===== src/rtl/mg_pkg.sv =====
// Package: shared types for the marked-graph step engine.
// Assumes nothing beyond IEEE 1800-2017 packages.
package mg_pkg;
    // Run state of the engine.
    typedef enum logic [1:0] {
        ST_IDLE = 2'd0,
        ST_RUN  = 2'd1,
        ST_DONE = 2'd2
    } mg_state_t;
endpackage


===== src/rtl/mg_enable.sv =====
// Module: mg_enable
// Works out which transitions of a linear chain are enabled by the current
// marking. Transition t reads queue t-1 and writes queue t. The first
// transition has no input place and the last has no output place.
// Assumes the marking is stable for the whole cycle. Every enabled
// transition fires when advance is high.
module mg_enable #(
    parameter int N_TRANS = 3,
    parameter int CAP_W   = 4,
    localparam int NQ     = N_TRANS - 1
) (
    input  logic [NQ*CAP_W-1:0] fwd_tok,
    input  logic [NQ*CAP_W-1:0] bwd_tok,
    input  logic                advance,
    output logic [N_TRANS-1:0]  fire
);
    genvar t;
    generate
        for (t = 0; t < N_TRANS; t++) begin : g_tr
            logic in_ok;
            logic out_ok;
            if (t == 0) begin : g_src
                assign in_ok = 1'b1;
            end else begin : g_in
                assign in_ok = (fwd_tok[(t-1)*CAP_W +: CAP_W] != '0);
            end
            if (t == N_TRANS - 1) begin : g_snk
                assign out_ok = 1'b1;
            end else begin : g_out
                assign out_ok = (bwd_tok[t*CAP_W +: CAP_W] != '0);
            end
            // Fire when both sides allow it and the engine is stepping.
            assign fire[t] = advance & in_ok & out_ok;
        end
    endgenerate
endmodule


===== src/rtl/mg_queue_places.sv =====
// Module: mg_queue_places
// Holds the forward (items ready) and backward (free slots) token counts of
// one queue. On load it takes the initial marking. On step it applies the
// firing of the producing and consuming transitions in the same cycle.
// Assumes the caller only steps with fire flags that came from an enable check.
module mg_queue_places #(
    parameter int CAP_W = 4
) (
    input  logic             clk,
    input  logic             rst_n,
    input  logic             load,
    input  logic [CAP_W-1:0] init_fwd,
    input  logic [CAP_W-1:0] init_bwd,
    input  logic             step,
    input  logic             fire_src,
    input  logic             fire_dst,
    input  logic             active,
    input  logic [CAP_W-1:0] cap_ref,
    output logic [CAP_W-1:0] fwd,
    output logic [CAP_W-1:0] bwd
);
    // Load or update the two place counters.
    always_ff @(posedge clk) begin
        if (!rst_n) begin
            fwd <= '0;
            bwd <= '0;
        end else if (load) begin
            fwd <= init_fwd;
            bwd <= init_bwd;
        end else if (step) begin
            fwd <= fwd + CAP_W'(fire_src) - CAP_W'(fire_dst);
            bwd <= bwd - CAP_W'(fire_src) + CAP_W'(fire_dst);
        end
    end

    // Tokens of a queue are conserved across every step.
    assert_conserve_R4: assert property (@(posedge clk) disable iff (!rst_n)
        active |-> ({1'b0, fwd} + {1'b0, bwd}) == {1'b0, cap_ref});
endmodule


===== src/rtl/mg_loop_table.sv =====
// Module: mg_loop_table
// History of visited markings, with the firing count of transition 0
// recorded at each visit. It compares the current marking against all
// valid entries at once and returns the index and count of the match.
// Assumes entries are written in order, so valid entries are 0..valid_cnt-1.
module mg_loop_table #(
    parameter int MW    = 16,
    parameter int DEPTH = 16,
    parameter int CNT_W = 5,
    localparam int IDX_W = (DEPTH > 1) ? $clog2(DEPTH) : 1
) (
    input  logic             clk,
    input  logic             wr_en,
    input  logic [IDX_W-1:0] wr_idx,
    input  logic [MW-1:0]    wr_mark,
    input  logic [CNT_W-1:0] wr_cnt,
    input  logic [CNT_W-1:0] valid_cnt,
    input  logic [MW-1:0]    cmp_mark,
    output logic             hit,
    output logic [IDX_W-1:0] hit_idx,
    output logic [CNT_W-1:0] hit_cnt
);
    logic [MW-1:0]    mark_tab [DEPTH];
    logic [CNT_W-1:0] cnt_tab  [DEPTH];

    // Store the marking and count of the step being taken.
    always_ff @(posedge clk) begin
        if (wr_en) begin
            mark_tab[wr_idx] <= wr_mark;
            cnt_tab[wr_idx]  <= wr_cnt;
        end
    end

    // Search the valid entries for the current marking.
    always_comb begin
        hit     = 1'b0;
        hit_idx = '0;
        hit_cnt = '0;
        for (int j = 0; j < DEPTH; j++) begin
            if (!hit && (CNT_W'(j) < valid_cnt) && (mark_tab[j] == cmp_mark)) begin
                hit     = 1'b1;
                hit_idx = IDX_W'(j);
                hit_cnt = cnt_tab[j];
            end
        end
    end
endmodule


===== src/rtl/mg_step_engine.sv =====
// Module: mg_step_engine
// Top level. Steps a chain of N_TRANS transitions under the slow
// triggering policy: one step per cycle, in which every enabled transition
// fires together. It stops when a marking repeats and reports the loop
// length and the firings of transition 0 per loop. It also stops when the
// history table is full.
// Assumes cap_in and ud_in are valid in the cycle start is high.
module mg_step_engine #(
    parameter int N_TRANS = 3,
    parameter int CAP_W   = 4,
    parameter int DEPTH   = 16,
    localparam int NQ     = N_TRANS - 1,
    localparam int MW     = 2 * NQ * CAP_W,
    localparam int CNT_W  = $clog2(DEPTH + 1),
    localparam int IDX_W  = (DEPTH > 1) ? $clog2(DEPTH) : 1
) (
    input  logic                clk,
    input  logic                rst_n,
    input  logic                start,
    input  logic [NQ*CAP_W-1:0] cap_in,
    input  logic [NQ-1:0]       ud_in,
    output logic                busy,
    output logic                done,
    output logic                no_loop,
    output logic [NQ*CAP_W-1:0] fwd_tok,
    output logic [NQ*CAP_W-1:0] bwd_tok,
    output logic [N_TRANS-1:0]  fire,
    output logic [CNT_W-1:0]    loop_len,
    output logic [CNT_W-1:0]    loop_fires
);
    import mg_pkg::*;

    mg_state_t            state;
    logic [CNT_W-1:0]     step_n;
    logic [CNT_W-1:0]     fire_cnt;
    logic [NQ*CAP_W-1:0]  cap_q;
    logic [NQ*CAP_W-1:0]  cap_eff;
    logic [NQ*CAP_W-1:0]  init_fwd;
    logic [NQ*CAP_W-1:0]  init_bwd;
    logic                 advance;
    logic                 table_full;
    logic                 hit;
    logic [IDX_W-1:0]     hit_idx;
    logic [CNT_W-1:0]     hit_cnt;
    logic [MW-1:0]        cur_mark;

    assign busy       = (state == ST_RUN);
    assign done       = (state == ST_DONE);
    assign table_full = (step_n == CNT_W'(DEPTH));
    assign advance    = busy && !hit && !table_full;
    assign cur_mark   = {fwd_tok, bwd_tok};

    // Initial marking of every queue from its capacity and unit-delay flag.
    genvar q;
    generate
        for (q = 0; q < NQ; q++) begin : g_q
            logic [CAP_W-1:0] cap_raw;
            assign cap_raw = cap_in[q*CAP_W +: CAP_W];
            // Clamp a zero capacity with a unit delay to one slot.
            assign cap_eff[q*CAP_W +: CAP_W]  = (ud_in[q] && cap_raw == '0) ? CAP_W'(1) : cap_raw;
            assign init_fwd[q*CAP_W +: CAP_W] = ud_in[q] ? CAP_W'(1) : '0;
            assign init_bwd[q*CAP_W +: CAP_W] = cap_eff[q*CAP_W +: CAP_W] - init_fwd[q*CAP_W +: CAP_W];

            mg_queue_places #(.CAP_W(CAP_W)) u_places (
                .clk      (clk),
                .rst_n    (rst_n),
                .load     (start),
                .init_fwd (init_fwd[q*CAP_W +: CAP_W]),
                .init_bwd (init_bwd[q*CAP_W +: CAP_W]),
                .step     (advance),
                .fire_src (fire[q]),
                .fire_dst (fire[q+1]),
                .active   (busy),
                .cap_ref  (cap_q[q*CAP_W +: CAP_W]),
                .fwd      (fwd_tok[q*CAP_W +: CAP_W]),
                .bwd      (bwd_tok[q*CAP_W +: CAP_W])
            );
        end
    endgenerate

    mg_enable #(.N_TRANS(N_TRANS), .CAP_W(CAP_W)) u_enable (
        .fwd_tok (fwd_tok),
        .bwd_tok (bwd_tok),
        .advance (advance),
        .fire    (fire)
    );

    mg_loop_table #(.MW(MW), .DEPTH(DEPTH), .CNT_W(CNT_W)) u_table (
        .clk       (clk),
        .wr_en     (advance),
        .wr_idx    (step_n[IDX_W-1:0]),
        .wr_mark   (cur_mark),
        .wr_cnt    (fire_cnt),
        .valid_cnt (step_n),
        .cmp_mark  (cur_mark),
        .hit       (hit),
        .hit_idx   (hit_idx),
        .hit_cnt   (hit_cnt)
    );

    // Run control: start, step counting and loop result capture.
    always_ff @(posedge clk) begin
        if (!rst_n) begin
            state      <= ST_IDLE;
            step_n     <= '0;
            fire_cnt   <= '0;
            cap_q      <= '0;
            no_loop    <= 1'b0;
            loop_len   <= '0;
            loop_fires <= '0;
        end else if (start) begin
            state      <= ST_RUN;
            step_n     <= '0;
            fire_cnt   <= '0;
            cap_q      <= cap_eff;
            no_loop    <= 1'b0;
            loop_len   <= '0;
            loop_fires <= '0;
        end else if (state == ST_RUN) begin
            if (hit) begin
                state      <= ST_DONE;
                loop_len   <= step_n - CNT_W'(hit_idx);
                loop_fires <= fire_cnt - hit_cnt;
            end else if (table_full) begin
                state   <= ST_DONE;
                no_loop <= 1'b1;
            end else begin
                step_n   <= step_n + 1'b1;
                fire_cnt <= fire_cnt + CNT_W'(fire[0]);
            end
        end
    end

    // Nothing fires outside a run.
    assert_idle_quiet_R8: assert property (@(posedge clk) disable iff (!rst_n)
        !busy |-> fire == '0);

    // A finished run holds its marking until restarted.
    assert_done_hold_R8: assert property (@(posedge clk) disable iff (!rst_n)
        (done && !start) |=> (done && $stable(fwd_tok) && $stable(bwd_tok)));

    // A detected loop has a length within the history depth.
    assert_loop_len_R5: assert property (@(posedge clk) disable iff (!rst_n)
        (done && !no_loop) |-> (loop_len != '0 && loop_len <= CNT_W'(DEPTH)));

    // A transition fires at most once per step of the loop.
    assert_fires_bound_R6: assert property (@(posedge clk) disable iff (!rst_n)
        done |-> loop_fires <= loop_len);

    // Running out of history reports no loop length.
    assert_no_loop_zero_R7: assert property (@(posedge clk) disable iff (!rst_n)
        (done && no_loop) |-> (loop_len == '0 && loop_fires == '0));
endmodule


===== config.mk =====
export PLATFORM = sky130hd
export DESIGN_NAME = mg_step_engine
export DESIGN_NICKNAME = d
export VERILOG_FILES = /design/src/rtl/mg_pkg.sv /design/src/rtl/mg_enable.sv /design/src/rtl/mg_queue_places.sv /design/src/rtl/mg_loop_table.sv /design/src/rtl/mg_step_engine.sv
export SDC_FILE = /design/constraint.sdc
export NUM_CORES = 1
export LEC_CHECK = 0
export CAP_MARGIN = 20
export CORE_AREA = 2 2 216 218
export CTS_BUF_LIST = sky130_fd_sc_hd__clkbuf_8
export DETAILED_ROUTE_END_ITERATION = 8
export DIE_AREA = 0 0 218 220
export DONT_BUFFER_PORTS = 1
export GPL_TIMING_DRIVEN = 0
export PLACE_DENSITY_LB_ADDON = 0.3
export SYNTH_ARGS = -nofsm -noshare
export SYNTH_HDL_FRONTEND = slang
export SYNTH_SLANG_ARGS = --single-unit

===== constraint.sdc =====
create_clock -name clk -period 5.8 [get_ports clk]
set_clock_uncertainty 0.05 [all_clocks]
set_input_delay 0.29 -clock clk [delete_from_list [all_inputs] [get_ports clk]]
set_output_delay 0.29 -clock clk [all_outputs]
set_load 0.01 [all_outputs]

# [After elaboration in Yosys (flattened, before gate mapping)]
# Memory sizes are Yosys's and may differ from the RTL's.
# Cells that the tools add are included.
[word_totals] reg_bits=39 elab_cells=202 output_inout_bits=32 inputBits=13 latch_bits=0 memories=2 mem_bits_rw=336 rom_bits=0
[op_classes] magnitude_cmp=16 n_mul=0 div=0 muxes=65 n_reduce_logical=68 n_bitwise=7 n_addsub=14 n_shift=0 n_eq_ne=19
[mem_list] memory="u_table.mark_tab" depth=16 width=16 rd=16 rd_ports_with_merged_regs=0 wr=1 line_no="mg_loop_table.sv:23" text="logic [MW-1:0] mark_tab [DEPTH];"
[mem_list] memory="u_table.cnt_tab" depth=16 width=5 rd=16 rd_ports_with_merged_regs=0 wr=1 line_no="mg_loop_table.sv:24" text="logic [CNT_W-1:0] cnt_tab [DEPTH];"
[op_table] cell="16-bit == test" count=16
[op_table] cell="5-bit two-way mux" count=16
[op_table] cell="4-bit two-way mux" count=18
[op_table] cell="4-bit by 5-bit < comparator with 1-bit output (first input constant)" count=8
[op_table] cell="1-bit logical AND" count=35
[op_table] cell="4-bit by 1-bit subtractor with 4-bit output" count=6
[op_table] cell="1-bit two-way mux" count=23
[op_table] cell="3-bit by 5-bit < comparator with 1-bit output (first input constant)" count=4
[op_table] cell="1-bit logical NOT" count=17
[op_table] cell="4-bit by 1-bit adder with 4-bit output" count=4
[op_table] cell="4-bit nonzero test" count=4
[op_table] cell="3-bit two-way mux" count=4
[op_table] cell="1-bit by 5-bit < comparator with 1-bit output (first input constant)" count=2
[op_table] cell="2-bit by 5-bit < comparator with 1-bit output (first input constant)" count=2
[op_table] cell="4-bit logical NOT" count=2
[op_table] cell="2-bit two-way mux" count=4
[op_table] cell="2-bit AND reduction" count=3
[op_table] cell="3-bit AND reduction" count=2
[op_table] cell="2-bit nonzero test" count=3
[op_table] cell="5-bit by 1-bit adder with 5-bit output" count=1
[op_table] cell="5-bit by 1-bit adder with 5-bit output (second input constant)" count=1
[op_table] cell="5-bit == test (second input constant)" count=1
[op_table] cell="5-bit by 4-bit subtractor with 5-bit output" count=1
[op_table] cell="5-bit subtractor" count=1
[op_table] cell="other kinds (6)" count=11

# [Longest topological paths before layout]
# Gate-level depths: netlist of the first run.
# An unclocked memory read counts as a cell.
[depth] depth_word=73 ltp_mapped=22 depth_no_buf=19

# [Cells and area by module]
# Synthesis of the first run repeated with hierarchy kept, for this count alone.
[unflattened] cells_unflattened=1315 hier_area_um2=17655.7
[modules_own_cells] mod="mg_loop_table" n_inst=1 area_per_inst_um2=14497.7 seq_area_each_um2=10089.7 cells_each=960
[modules_own_cells] mod="mg_step_engine" n_inst=1 area_per_inst_um2=1747.9 seq_area_each_um2=620.6 cells_each=200
[modules_own_cells] mod="mg_queue_places" n_inst=2 area_per_inst_um2=684.4 seq_area_each_um2=160.2 cells_each=75
[modules_own_cells] mod="mg_enable" n_inst=1 area_per_inst_um2=41.3 seq_area_each_um2=0.0 cells_each=5

# [Least setup slack after synthesis of the first run]
# Ideal clock, no wire load.
[synth_timing] kind="register to register" startpoint="reg g_q[1].u_places.bwd[1]" endpoint="reg g_q[0].u_places.bwd[2]" period_less_slack_ns=4.537 stages_incl_launch_ff=22 setup_ns=0.116 path_slack_ns=1.263 required_time_ns=5.634 n_path_buf=4 t_arrival_ns=4.371 cell_sequence="dfxtp_1 -> buf_4 -> buf_4 -> xor2_1 -> nor4_1 -> nand3_1 -> nor3_1 -> nor4_1 -> nand4_1 -> or3_1 -> buf_2 -> buf_2 -> a21oi_1 -> ha_1 -> inv_1 -> ha_1 -> inv_1 -> fa_1 -> xor2_1 -> nor2_1 -> a211o_1 -> and3_1"
[synth_via] elab_chain_len=71 elab_cells_between_ends=90 cone_classes="add/sub: 2; eq/ne: 16; mux: 18; bitwise: 3; reduce/logical: 51"
[synth_rtl] element="start: declaration" line_no="mg_queue_places.sv:20" text="output logic [CAP_W-1:0] bwd"
[synth_rtl] element="start signal: assignment" line_no="mg_queue_places.sv:29" text="bwd <= init_bwd;"
[synth_rtl] element="start signal: assignment" line_no="mg_queue_places.sv:32" text="bwd <= bwd - CAP_W'(fire_src) + CAP_W'(fire_dst);"
[synth_rtl] element="16-bit == test" line_no="mg_loop_table.sv:40" text="if (!hit && (CNT_W'(j) < valid_cnt) && (mark_tab[j] == cmp_mark)) begin"
[synth_rtl] element="1-bit logical AND" line_no="mg_loop_table.sv:40"
[synth_rtl] element="1-bit two-way mux" line_no="mg_loop_table.sv:40"
[synth_rtl] element="1-bit logical NOT" line_no="mg_loop_table.sv:40"
[synth_rtl] element="1-bit logical AND (2 in series)" line_no="mg_loop_table.sv:40"
[synth_rtl] element="1-bit two-way mux" line_no="mg_loop_table.sv:40"
[synth_rtl] element="1-bit logical NOT" line_no="mg_loop_table.sv:40"
[synth_rtl] element="1-bit logical AND (2 in series)" line_no="mg_loop_table.sv:40"
[synth_rtl] element="[... 53 more ...]"
[synth_rtl] element="1-bit logical NOT *" line_no="mg_step_engine.sv:50" text="assign advance = busy && !hit && !table_full;"
[synth_rtl] element="1-bit logical AND * (2 in series)" line_no="mg_step_engine.sv:50"
[synth_rtl] element="1-bit bitwise AND *" line_no="mg_enable.sv:33" text="assign fire[t] = advance & in_ok & out_ok;"
[synth_rtl] element="via g_q[0].u_places.fire_src" line_no="mg_queue_places.sv:15" text="input logic fire_src,"
[synth_rtl] element="4-bit by 1-bit subtractor with 4-bit output *" line_no="mg_queue_places.sv:32"
[synth_rtl] element="4-bit by 1-bit adder with 4-bit output *" line_no="mg_queue_places.sv:32"
[synth_rtl] element="4-bit two-way mux *" line_no="mg_queue_places.sv:30" text="end else if (step) begin"
[synth_rtl] element="4-bit two-way mux *" line_no="mg_queue_places.sv:27" text="end else if (load) begin"
[synth_rtl] element="end signal: assignment" line_no="mg_queue_places.sv:29"
[synth_rtl] element="end signal: assignment" line_no="mg_queue_places.sv:32"
[synth_rtl] element="end: declaration" line_no="mg_queue_places.sv:20"
# Mark *: on every way through the listed nets, which the timed path passes. The rest lies on a longest branch. The select of a mux whose other input is x is not followed.
# A chain may end at the register's enable or synchronous reset.

# [Worst setup path after layout of the first run]
[layout_timing] startpoint="reg g_q[1].u_places.fwd[3]" endpoint="reg g_q[0].u_places.bwd[2]"
[layout_via] elab_chain_len=71 elab_cells_between_ends=89 cone_classes="add/sub: 2; eq/ne: 16; mux: 18; bitwise: 3; reduce/logical: 50"
[layout_rtl] element="start: declaration" line_no="mg_queue_places.sv:19" text="output logic [CAP_W-1:0] fwd,"
[layout_rtl] element="start signal: assignment" line_no="mg_queue_places.sv:28" text="fwd <= init_fwd;"
[layout_rtl] element="start signal: assignment" line_no="mg_queue_places.sv:31" text="fwd <= fwd + CAP_W'(fire_src) - CAP_W'(fire_dst);"
[layout_rtl] element="16-bit == test" line_no="mg_loop_table.sv:40"
[layout_rtl] element="1-bit logical AND" line_no="mg_loop_table.sv:40"
[layout_rtl] element="1-bit two-way mux" line_no="mg_loop_table.sv:40"
[layout_rtl] element="1-bit logical NOT" line_no="mg_loop_table.sv:40"
[layout_rtl] element="1-bit logical AND (2 in series)" line_no="mg_loop_table.sv:40"
[layout_rtl] element="1-bit two-way mux" line_no="mg_loop_table.sv:40"
[layout_rtl] element="1-bit logical NOT" line_no="mg_loop_table.sv:40"
[layout_rtl] element="1-bit logical AND (2 in series)" line_no="mg_loop_table.sv:40"
[layout_rtl] element="[... 53 more ...]"
[layout_rtl] element="1-bit logical NOT *" line_no="mg_step_engine.sv:50"
[layout_rtl] element="1-bit logical AND * (2 in series)" line_no="mg_step_engine.sv:50"
[layout_rtl] element="1-bit bitwise AND *" line_no="mg_enable.sv:33"
[layout_rtl] element="via g_q[0].u_places.fire_src" line_no="mg_queue_places.sv:15"
[layout_rtl] element="4-bit by 1-bit subtractor with 4-bit output *" line_no="mg_queue_places.sv:32"
[layout_rtl] element="4-bit by 1-bit adder with 4-bit output *" line_no="mg_queue_places.sv:32"
[layout_rtl] element="4-bit two-way mux *" line_no="mg_queue_places.sv:30"
[layout_rtl] element="4-bit two-way mux *" line_no="mg_queue_places.sv:27"
# Marked as above.

==> impl_metrics.toml, run 1 <==
[status]
outcome = "finished clean"

[drt]
ant_nets = 0
drt_pass1_iterations = 7
viasPerCell = 5.54
drtIter0Drc = 1322
wl_per_cell_um = 24.5
drc = 0
vias = 11800
wirelength_um = 52300

[clock_tree]
h-tree-depth = 2
cts_sinks = 375
clock_path_buffers = 3
tritoncts = "done"
clkLatencyLatePin_ps = 650
cts_made_buffers = 58
cts.clk_slew.worst_paths_ps = 70
cts_root_buffer = "clkbuf_8"

[sta]
fin_crit_sh_pct = 96.4
fmax_mhz = 179
tightest_slew_ps = 1100
rsz0062_at_grt = "false"
layout_min_cycle_time_ps = 5590
finalSetupTns_ps = 0
hold_violations = 0
fin_ws_ps = 206
setup_violations = 0
slew_viol_final = 0
slew-limit-headroom_pct = 26.9

[critical_path]
end_kind = "flip-flop"
worstPathRequired_ps = 6280
r2r_cells = 23
critPathMaxStageDelay_ps = 640
path_max_fanout = 12
cp_num_buf_inv = 8
cp.arrival_ps = 6070
worstReg2RegStart = "g_q[1].u_places.fwd[3]"
reg2reg_slack_ps = 210
cp_slowest_cell = "nor4_4"
cp-start-kind = "flip-flop"
crit_chain = "buf_16 -> buf_6 -> buf_6 -> xor2_1 -> nor4_1 -> nand4_1 -> nor4_4 -> nor4_1 -> nand4_1 -> buf_4 -> or3_1 -> buf_2 -> clkbuf_4 -> a21oi_4 -> ha_1 -> inv_1 -> ha_1 -> inv_1 -> fa_1 -> xor2_1 -> nor2_1 -> a211o_1 -> and3_1"
path_class = "flip-flop to flip-flop"
worstReg2RegEnd = "g_q[0].u_places.bwd[2]"
critical-path-top-delay-family = "simple AND/OR/NAND/NOR gates"

[die]
die_w_um = 218
fp.dieArea_sq_um = 48000
die_h_um = 220
rows = 79
io_pins = 45
initial_utilization_pct = 39.4
core_sq_um = 45900

[final_layout]
nets = 1535
fill_cells = 4161
fin_util_pct = 45.6
drive_gt1_share_pct = 13.8
area_growth_pct = 16.0
fin_area_sq_um = 20900

[placement]
place.gp.congestion = 0.859
placed_area_sq_um = 19300
dp_hpwl_um = 34500
place_ws_ps = -820
port_buffers = 0

[run]
maxCapViolations = 0

[pwr]
p_leak_nw = 7.62
p_comb_share_pct = 8.7
p_sw_share_pct = 24.8
powerDensity_nw_per_um2 = 280
p_int_w = 0.00440
switchingPower_w = 0.00145
total_power_w = 0.00586
clkPwrFrac_pct = 39.7
peakVddDrop_v = 0.000198
power.sequential.fraction_pct = 51.6

[grt]
grt_overflow = 0
grt_pass1_wl_um = 75900
track_usage_pct = 21.7
grt_pass1_vias = 11700
grt_max_degree = 22
antenna_found_initial = 1

[synth]
yosys_most_used_dff = "edfxtp_1"
yosysMostFrequentCell = "edfxtp_1"
yosysTopAreaCell = "edfxtp_1"
synth_seq_area_share_pct = 60.2
synth_area_sq_um = 18100
synth_nets = 1437
ys_ff_latch = 375
synthCells = 1380
synth_edf_count = 336
synthAdderAreaFrac_pct = 3.30
postSynthAreaPerCell_sq_um = 13.1
synthTopCellsByArea = "edfxtp_1 56%, xor2_1 9.1%, xnor2_1 4.6%, dfxtp_1 4.3%, ha_1 2.6%"
synthDominantCellAreaShare_pct = 55.9
synth_top_family_by_area = "simple AND/OR/NAND/NOR gates"
yosys_warnings = 0
synthMuxAreaShare_pct = 0.527
synth.distinct_cells = 84
async_flop_share_pct = 0
synth_compound_area_share_pct = 4.73
synth-simple-area-share_pct = 14.2
synth_common_cells = "336 x edfxtp_1, 187 x xor2_1, 94 x xnor2_1"
synth_xor_area_share_pct = 13.6

[hold_path]
worstHoldStart = "cap_in[6]"
hp-class = "primary input to flip-flop"
min_to = "g_q[1].u_places.bwd[3]"
hold_depth = 6
[cell families (layout without fill, tap and decap cells)]
group | Yosys count | after routing
multiplexers | 9 | 9
other | 0 | 1
AO/OA/AOI/OAI | 121 | 121
adder cells (fa/ha/maj) | 44 | 44
XOR/XNOR | 281 | 281
flip-flops | 375 | 375
buffers and inverters | 116 | 264
AND/OR/NAND/NOR | 434 | 434
[worst max-delay path by stage]
stage                            from                     end  depth (start not counted)
2_1_floorplan  g_q[1].u_places.bwd[1]  g_q[0].u_places.bwd[2]                         21
3_3_place_gp   g_q[1].u_places.bwd[1]  g_q[0].u_places.bwd[2]                         21
3_5_place_dp   g_q[0].u_places.fwd[3]  g_q[0].u_places.bwd[2]                         20
4_1_cts        g_q[1].u_places.bwd[1]  g_q[0].u_places.bwd[2]                         21
5_1_grt        g_q[1].u_places.fwd[1]  g_q[0].u_places.bwd[2]                         22
6_report       g_q[1].u_places.fwd[3]  g_q[0].u_places.bwd[2]                         23
[per-layer routing]
layer / GRT usage, % / up-vias / routed length [um]
met4: 8.62 / 0 / 1820
met5: 0 / - / 0
met3: 2.82 / 120 / 3710
met2: 36.9 / 487 / 25600
li1: - / 5315 / -
met1: 28.2 / 5922 / 21200
[layout by cell type, fill, tap and decap left out, drive strengths merged, types with 39 or more instances in the layout]
| cell | instances |
|---|---|
| nor4 | 73 |
| clkbuf | 87 |
| nor2 | 68 |
| xnor2 | 94 |
| buf | 71 |
| edfxtp | 336 |
| inv | 72 |
| nand2 | 63 |
| dfxtp | 39 |
| xor2 | 187 |
[state kept, by name, summed over array words and instances (netlist names)]
name              count
u_table.mark_tab    256
u_table.cnt_tab      80
g_q.u_places.bwd      8
g_q.u_places.fwd      8
fire_cnt              5
loop_fires            5
loop_len              5
step_n                5
state                 2
no_loop               1
[timing repair]
item | 4_1_cts | 5_1_grt
setup buffers | 1 | 1
setup endpoints to repair | 106 | 10
hold endpoints to repair | 10 | 0
resized for setup | 26 | 9
gates cloned | 0 | 0
hold buffers | 10 | 0
pin swaps | 1 | 2
[power by group through the flow]
stage / Combinational (W) / Clock [W] / Sequential, W
finish: 0.000509 / 0.00233 / 0.00302
global route: 0.000546 / 0.00247 / 0.00302
CTS: 0.000502 / 0.00235 / 0.00302
detailed placement: 0.000490 / 0 / 0.00308
global placement: 0.000413 / 0 / 0.00312
floorplan: 0.000301 / 0 / 0.00305
[final cells by class]
type	count	area [sq um]	share of cell area, %
Inverter	57	214	1.02
Clock inverter	39	251	1.20
Timing Repair Buffer	38	753	3.60
Buffer	59	405	1.94
Tap cell	607	759	3.63
Multi-Input combinational cell	889	6670	31.9
Sequential cell	375	10900	52.1
Clock buffer	71	977	4.67
Antenna cell	1	2.50	0.0120
[tightest hold or removal path, stage by stage]
cell	delay, ps
nor2_1	30
nand2_1	80
xnor2_1	120
nand2_1	50
o21ai_0	50
and2_1	110
[through the flow]
stage	hold slack [ps]	cells
finish	81.0	2136
CTS	43.3	2125
floorplan	386	1380
global placement	390	1987
global route	69.7	2136
detailed placement	389	2004
Note: power is estimated with default switching activity, not from simulation.
==> run 2: changes to the inputs <==
PLACE_DENSITY_LB_ADDON = 0.08   (was 0.3)
==> impl_metrics.toml, run 2 (same netlist as run 1, synthesis figures left out) <==
[pwr]
p_sw_share_pct = 25.2
peakVddDrop_v = 0.000171
powerDensity_nw_per_um2 = 280
power.sequential.fraction_pct = 51.1
clkPwrFrac_pct = 40.0
switchingPower_w = 0.00149
p_comb_share_pct = 8.9
p_leak_nw = 7.70
p_int_w = 0.00442

[die]
core_sq_um = 45900
die_w_um = 218
initial_utilization_pct = 39.4
io_pins = 45
fp.dieArea_sq_um = 48000
rows = 79
die_h_um = 220

[critical_path]
path_max_fanout = 10
end_kind = "flip-flop"
worstPathRequired_ps = 6260
cp.arrival_ps = 6040
path_class = "flip-flop to flip-flop"
cp-start-kind = "flip-flop"

[placement]
place.gp.congestion = 0.803
port_buffers = 0
dp_hpwl_um = 38100
place_ws_ps = -932

[sta]
tightest_slew_ps = 1080
rsz0062_at_grt = "false"
fmax_mhz = 179
fin_hold_ws_ps = 94.9
slew-limit-headroom_pct = 28.3
setup_violations = 0
fin_ws_ps = 217
slew_viol_final = 0
layout_min_cycle_time_ps = 5580
fin_crit_sh_pct = 96.3
hold_violations = 0

[grt]
grt_overflow = 0
track_usage_pct = 23.6
grt_pass1_wl_um = 79600
antenna_found_initial = 2
grt_pass1_vias = 11500
grt_max_degree = 22

[final_layout]
largest_reg_flops = 256
top_regs = "u_table.mark_tab (256), u_table.cnt_tab (80)"
area_growth_pct = 16.7
nets = 1549
layout_commonest_cell = "edfxtp_1"
final_cell_mix = "336 x edfxtp_1, 187 x xor2_1, 94 x xnor2_1"
drive_gt1_share_pct = 13.7
fill_cells = 4222
top_register = "u_table.mark_tab"
antenna_cells = 0
fin_util_pct = 45.9

[clock_tree]
cts_made_buffers = 68
cts.clk_slew.worst_paths_ps = 60
clkLatencyLatePin_ps = 630
cts_root_buffer = "clkbuf_8"
cts_sinks = 375
clock_path_buffers = 3
h-tree-depth = 3
tritoncts = "done"

[run]
maxCapViolations = 0

[drt]
wl_per_cell_um = 26.2
vias = 11700
drt_pass1_iterations = 5
wirelength_um = 56300
ant_nets = 0
drc = 0
drtIter0Drc = 888
viasPerCell = 5.47

[status]
outcome = "finished clean"

[hold_path]
hp-class = "primary input to flip-flop"
[run 2: cell count changes in the layout (fill, tap and decap cells not counted), sizes merged]
cell      delta
clkinv       -4
inv          +7
clkinvlp     +2
buf          +6
clkbuf       -2
diode        -1
[run 2: worst paths after layout]
path / from / to / slack [ps] / cells past startpoint
worst max-delay path: g_q[0].u_places.bwd[2] / g_q[0].u_places.bwd[2] / 220 / 22
worst min register to register: loop_len[0] / loop_len[0] / 460 / 2
worst min-delay path: cap_in[2] / g_q[0].u_places.bwd[3] / 90 / 6
worst max register to register: g_q[0].u_places.bwd[2] / g_q[0].u_places.bwd[2] / 220 / 22
[run 2: area by class of cell]
class | count | area [sq um] | area share (%)
Buffer | 58 | 407 | 1.93
Multi-Input combinational cell | 889 | 6670 | 31.6
Clock buffer | 71 | 977 | 4.64
Timing Repair Buffer | 43 | 891 | 4.23
Clock inverter | 44 | 258 | 1.22
Inverter | 57 | 214 | 1.02
Tap cell | 607 | 759 | 3.60
Sequential cell | 375 | 10900 | 51.7
[run 2: timing repair]
item                                    CTS  global route
hold endpoints to repair                 10             0
pin swaps                                 1             1
gates resized for setup                  26            12
buffers inserted                          2             1
hold buffers                             10             0
endpoints found under the setup margin   47             9
[run 2: critical path, stage by stage (launching register included)]
cell,delay [ps]
dfxtp_2,590
buf_8,220
buf_4,270
xor2_1,230
nor4_1,90
and3_1,190
and2_1,250
a311oi_1,430
nand4_1,140
buf_4,190
or3_1,420
buf_2,250
clkbuf_4,240
a21oi_4,270
ha_1,290
inv_1,80
ha_1,160
inv_1,50
fa_1,370
xor2_1,170
nor2_1,60
a211o_1,260
and3_1,170
[run 2: per-stage QoR]
step	cell area, sq um	TNS (ps)	power (W)	cells
after floorplan	18100	0	0.00336	1380
after global placement	18800	-118060	0.00355	1987
after detailed placement	19500	-15540	0.00359	2015
after CTS	20900	0	0.00597	2142
after global routing	21100	0	0.00613	2144
final	21100	0	0.00591	2144
[run 2: power groups by stage]
stage | combinational (W) | sequential, W | clock (W)
floorplan | 0.000301 | 0.00305 | 0
global placement | 0.000425 | 0.00312 | 0
detailed placement | 0.000506 | 0.00308 | 0
CTS | 0.000518 | 0.00303 | 0.00243
global route | 0.000566 | 0.00302 | 0.00254
finish | 0.000526 | 0.00302 | 0.00236
[run 2: metal layers]
layer | GRT usage [%] | up-vias | part of all wire [%]
met5 | 0 | - | 0
met4 | 7.91 | 0 | 2.4
met3 | 4.89 | 87 | 6.8
met2 | 38.5 | 389 | 47
met1 | 31.4 | 5902 | 44
li1 | - | 5350 | -
==> run 3: changes to the inputs <==
CTS_BUF_LIST = sky130_fd_sc_hd__clkbuf_2   (was sky130_fd_sc_hd__clkbuf_8)
==> impl_metrics.toml, run 3 (same netlist as run 1, synthesis figures left out) <==
[critical_path]
r2r_cells = 23
cp.arrival_ps = 6570
crit_path_end = "g_q[0].u_places.bwd[2]"
path_max_fanout = 13
end_kind = "flip-flop"
path_class = "flip-flop to flip-flop"
cp-start-kind = "flip-flop"
crit_start = "g_q[1].u_places.fwd[1]"
reg2reg_slack_ps = 170
worstReg2RegEnd = "g_q[0].u_places.bwd[2]"
worstReg2RegStart = "g_q[1].u_places.fwd[1]"
worstPathRequired_ps = 6730

[die]
rows = 79
die_h_um = 220
die_w_um = 218
io_pins = 45
initial_utilization_pct = 39.4
core_sq_um = 45900
fp.dieArea_sq_um = 48000

[placement]
dp_hpwl_um = 38100
port_buffers = 0
place.gp.congestion = 0.803

[clock_tree]
tritoncts = "done"
h-tree-depth = 3
cts.clk_slew.worst_paths_ps = 110
cts_made_buffers = 98
clock_path_buffers = 3
cts_root_buffer = "clkbuf_2"
cts_sinks = 375
clkLatencyLatePin_ps = 1090

[sta]
fin_hold_ws_ps = 143
finalSetupTns_ps = 0
hold_violations = 0
rsz0062_at_grt = "true"
slew_viol_final = 0
slew-limit-headroom_pct = 28.5
fin_crit_sh_pct = 97.1
setup_violations = 0
layout_min_cycle_time_ps = 5630
fmax_mhz = 178
tightest_slew_ps = 1070

[final_layout]
largest_reg_flops = 256
drive_gt1_share_pct = 18.1
top_regs = "u_table.mark_tab (256), u_table.cnt_tab (80)"
layout_commonest_cell = "edfxtp_1"
fill_cells = 4248
area_growth_pct = 15.8
nets = 1594
top_register = "u_table.mark_tab"
final_cell_mix = "336 x edfxtp_1, 187 x xor2_1, 149 x clkbuf_2"

[drt]
ant_nets = 0
viasPerCell = 5.41
drt_pass1_iterations = 5
wl_per_cell_um = 25.5
wirelength_um = 56500
drc = 0
drtIter0Drc = 903
vias = 12000

[grt]
grt_pass1_vias = 11800
track_usage_pct = 23.8
antenna_found_initial = 3
grt_max_degree = 22
grt_pass1_wl_um = 80200
grt_overflow = 0

[pwr]
p_leak_nw = 7.77
powerDensity_nw_per_um2 = 263
peakVddDrop_v = 0.000170

[run]
maxCapViolations = 0

[status]
outcome = "finished clean"

[hold_path]
hp-class = "primary input to flip-flop"
worstHoldStart = "cap_in[1]"
[run 3: worst max-delay path, stage by stage, from the launching register on]
cell and delay, ps:
dfxtp_2 560, buf_16 200, buf_4 290, buf_4 330
xor2_1 240, nor4_1 90, nand3_1 150, nor3_4 90
nor4_2 350, nand4_1 130, buf_4 190, or3_1 420
buf_2 240, buf_2 240, a21oi_4 280, ha_1 290
inv_1 80, ha_1 160, inv_1 50, fa_1 370
xor2_1 170, nor2_1 60, a211o_1 270, and3_1 170
[run 3: worst min-delay path by stage]
stage                                  end  slack, ps  depth (start not counted)
floorplan           g_q[0].u_places.bwd[2]        390                          1
global placement    g_q[1].u_places.bwd[2]        390                          1
detailed placement  g_q[0].u_places.bwd[2]        390                          1
CTS                 g_q[0].u_places.bwd[1]         20                          5
global route        g_q[0].u_places.bwd[1]        100                          5
finish              g_q[0].u_places.bwd[1]        140                          5
[run 3: area by class of cell]
| type | count | area [sq um] | area share (%) |
|---|---|---|---|
| Tap cell | 607 | 759 | 3.63 |
| Multi-Input combinational cell | 889 | 6680 | 32.0 |
| Sequential cell | 375 | 10900 | 52.2 |
| Clock inverter | 27 | 185 | 0.886 |
| Antenna cell | 1 | 2.50 | 0.0120 |
| Buffer | 59 | 409 | 1.96 |
| Timing Repair Buffer | 57 | 1010 | 4.84 |
| Clock buffer | 148 | 741 | 3.54 |
| Inverter | 57 | 214 | 1.02 |
[run 3: stage by stage]
stage	cell area (sq um)	setup WS (ps)	cells	util, %	total power, W
after floorplan	18100	1260	1380	-	0.00336
after global placement	18800	-1360	1987	41.0	0.00355
after detailed placement	19500	-932	2015	42.6	0.00359
after CTS	20800	44.1	2217	45.3	0.00555
after global routing	20900	-20.6	2220	45.6	0.00572
final	20900	169	2220	45.6	0.00549
[run 3: per-layer routing]
layer	vias up	GRT usage (%)	routed length, um
li1	5503	-	-
met1	5991	31.5	24500
met2	435	38.7	26700
met3	86	5.05	3990
met4	0	8.14	1330
met5	-	0	0
[run 3: power by group]
part / switching, W / total (W) / internal [W]
Combinational: 0.000329 / 0.000532 / 0.000203
Sequential: 0.0000570 / 0.00302 / 0.00296
Clock: 0.00113 / 0.00194 / 0.000810
[run 3: timing repair]
action                                  CTS  global route
buffers inserted                          2             0
endpoints found under the setup margin   47             7
hold buffers                             25             0
resized for setup                        30            10
pin swaps                                 1             0
hold endpoints to repair                 19             0
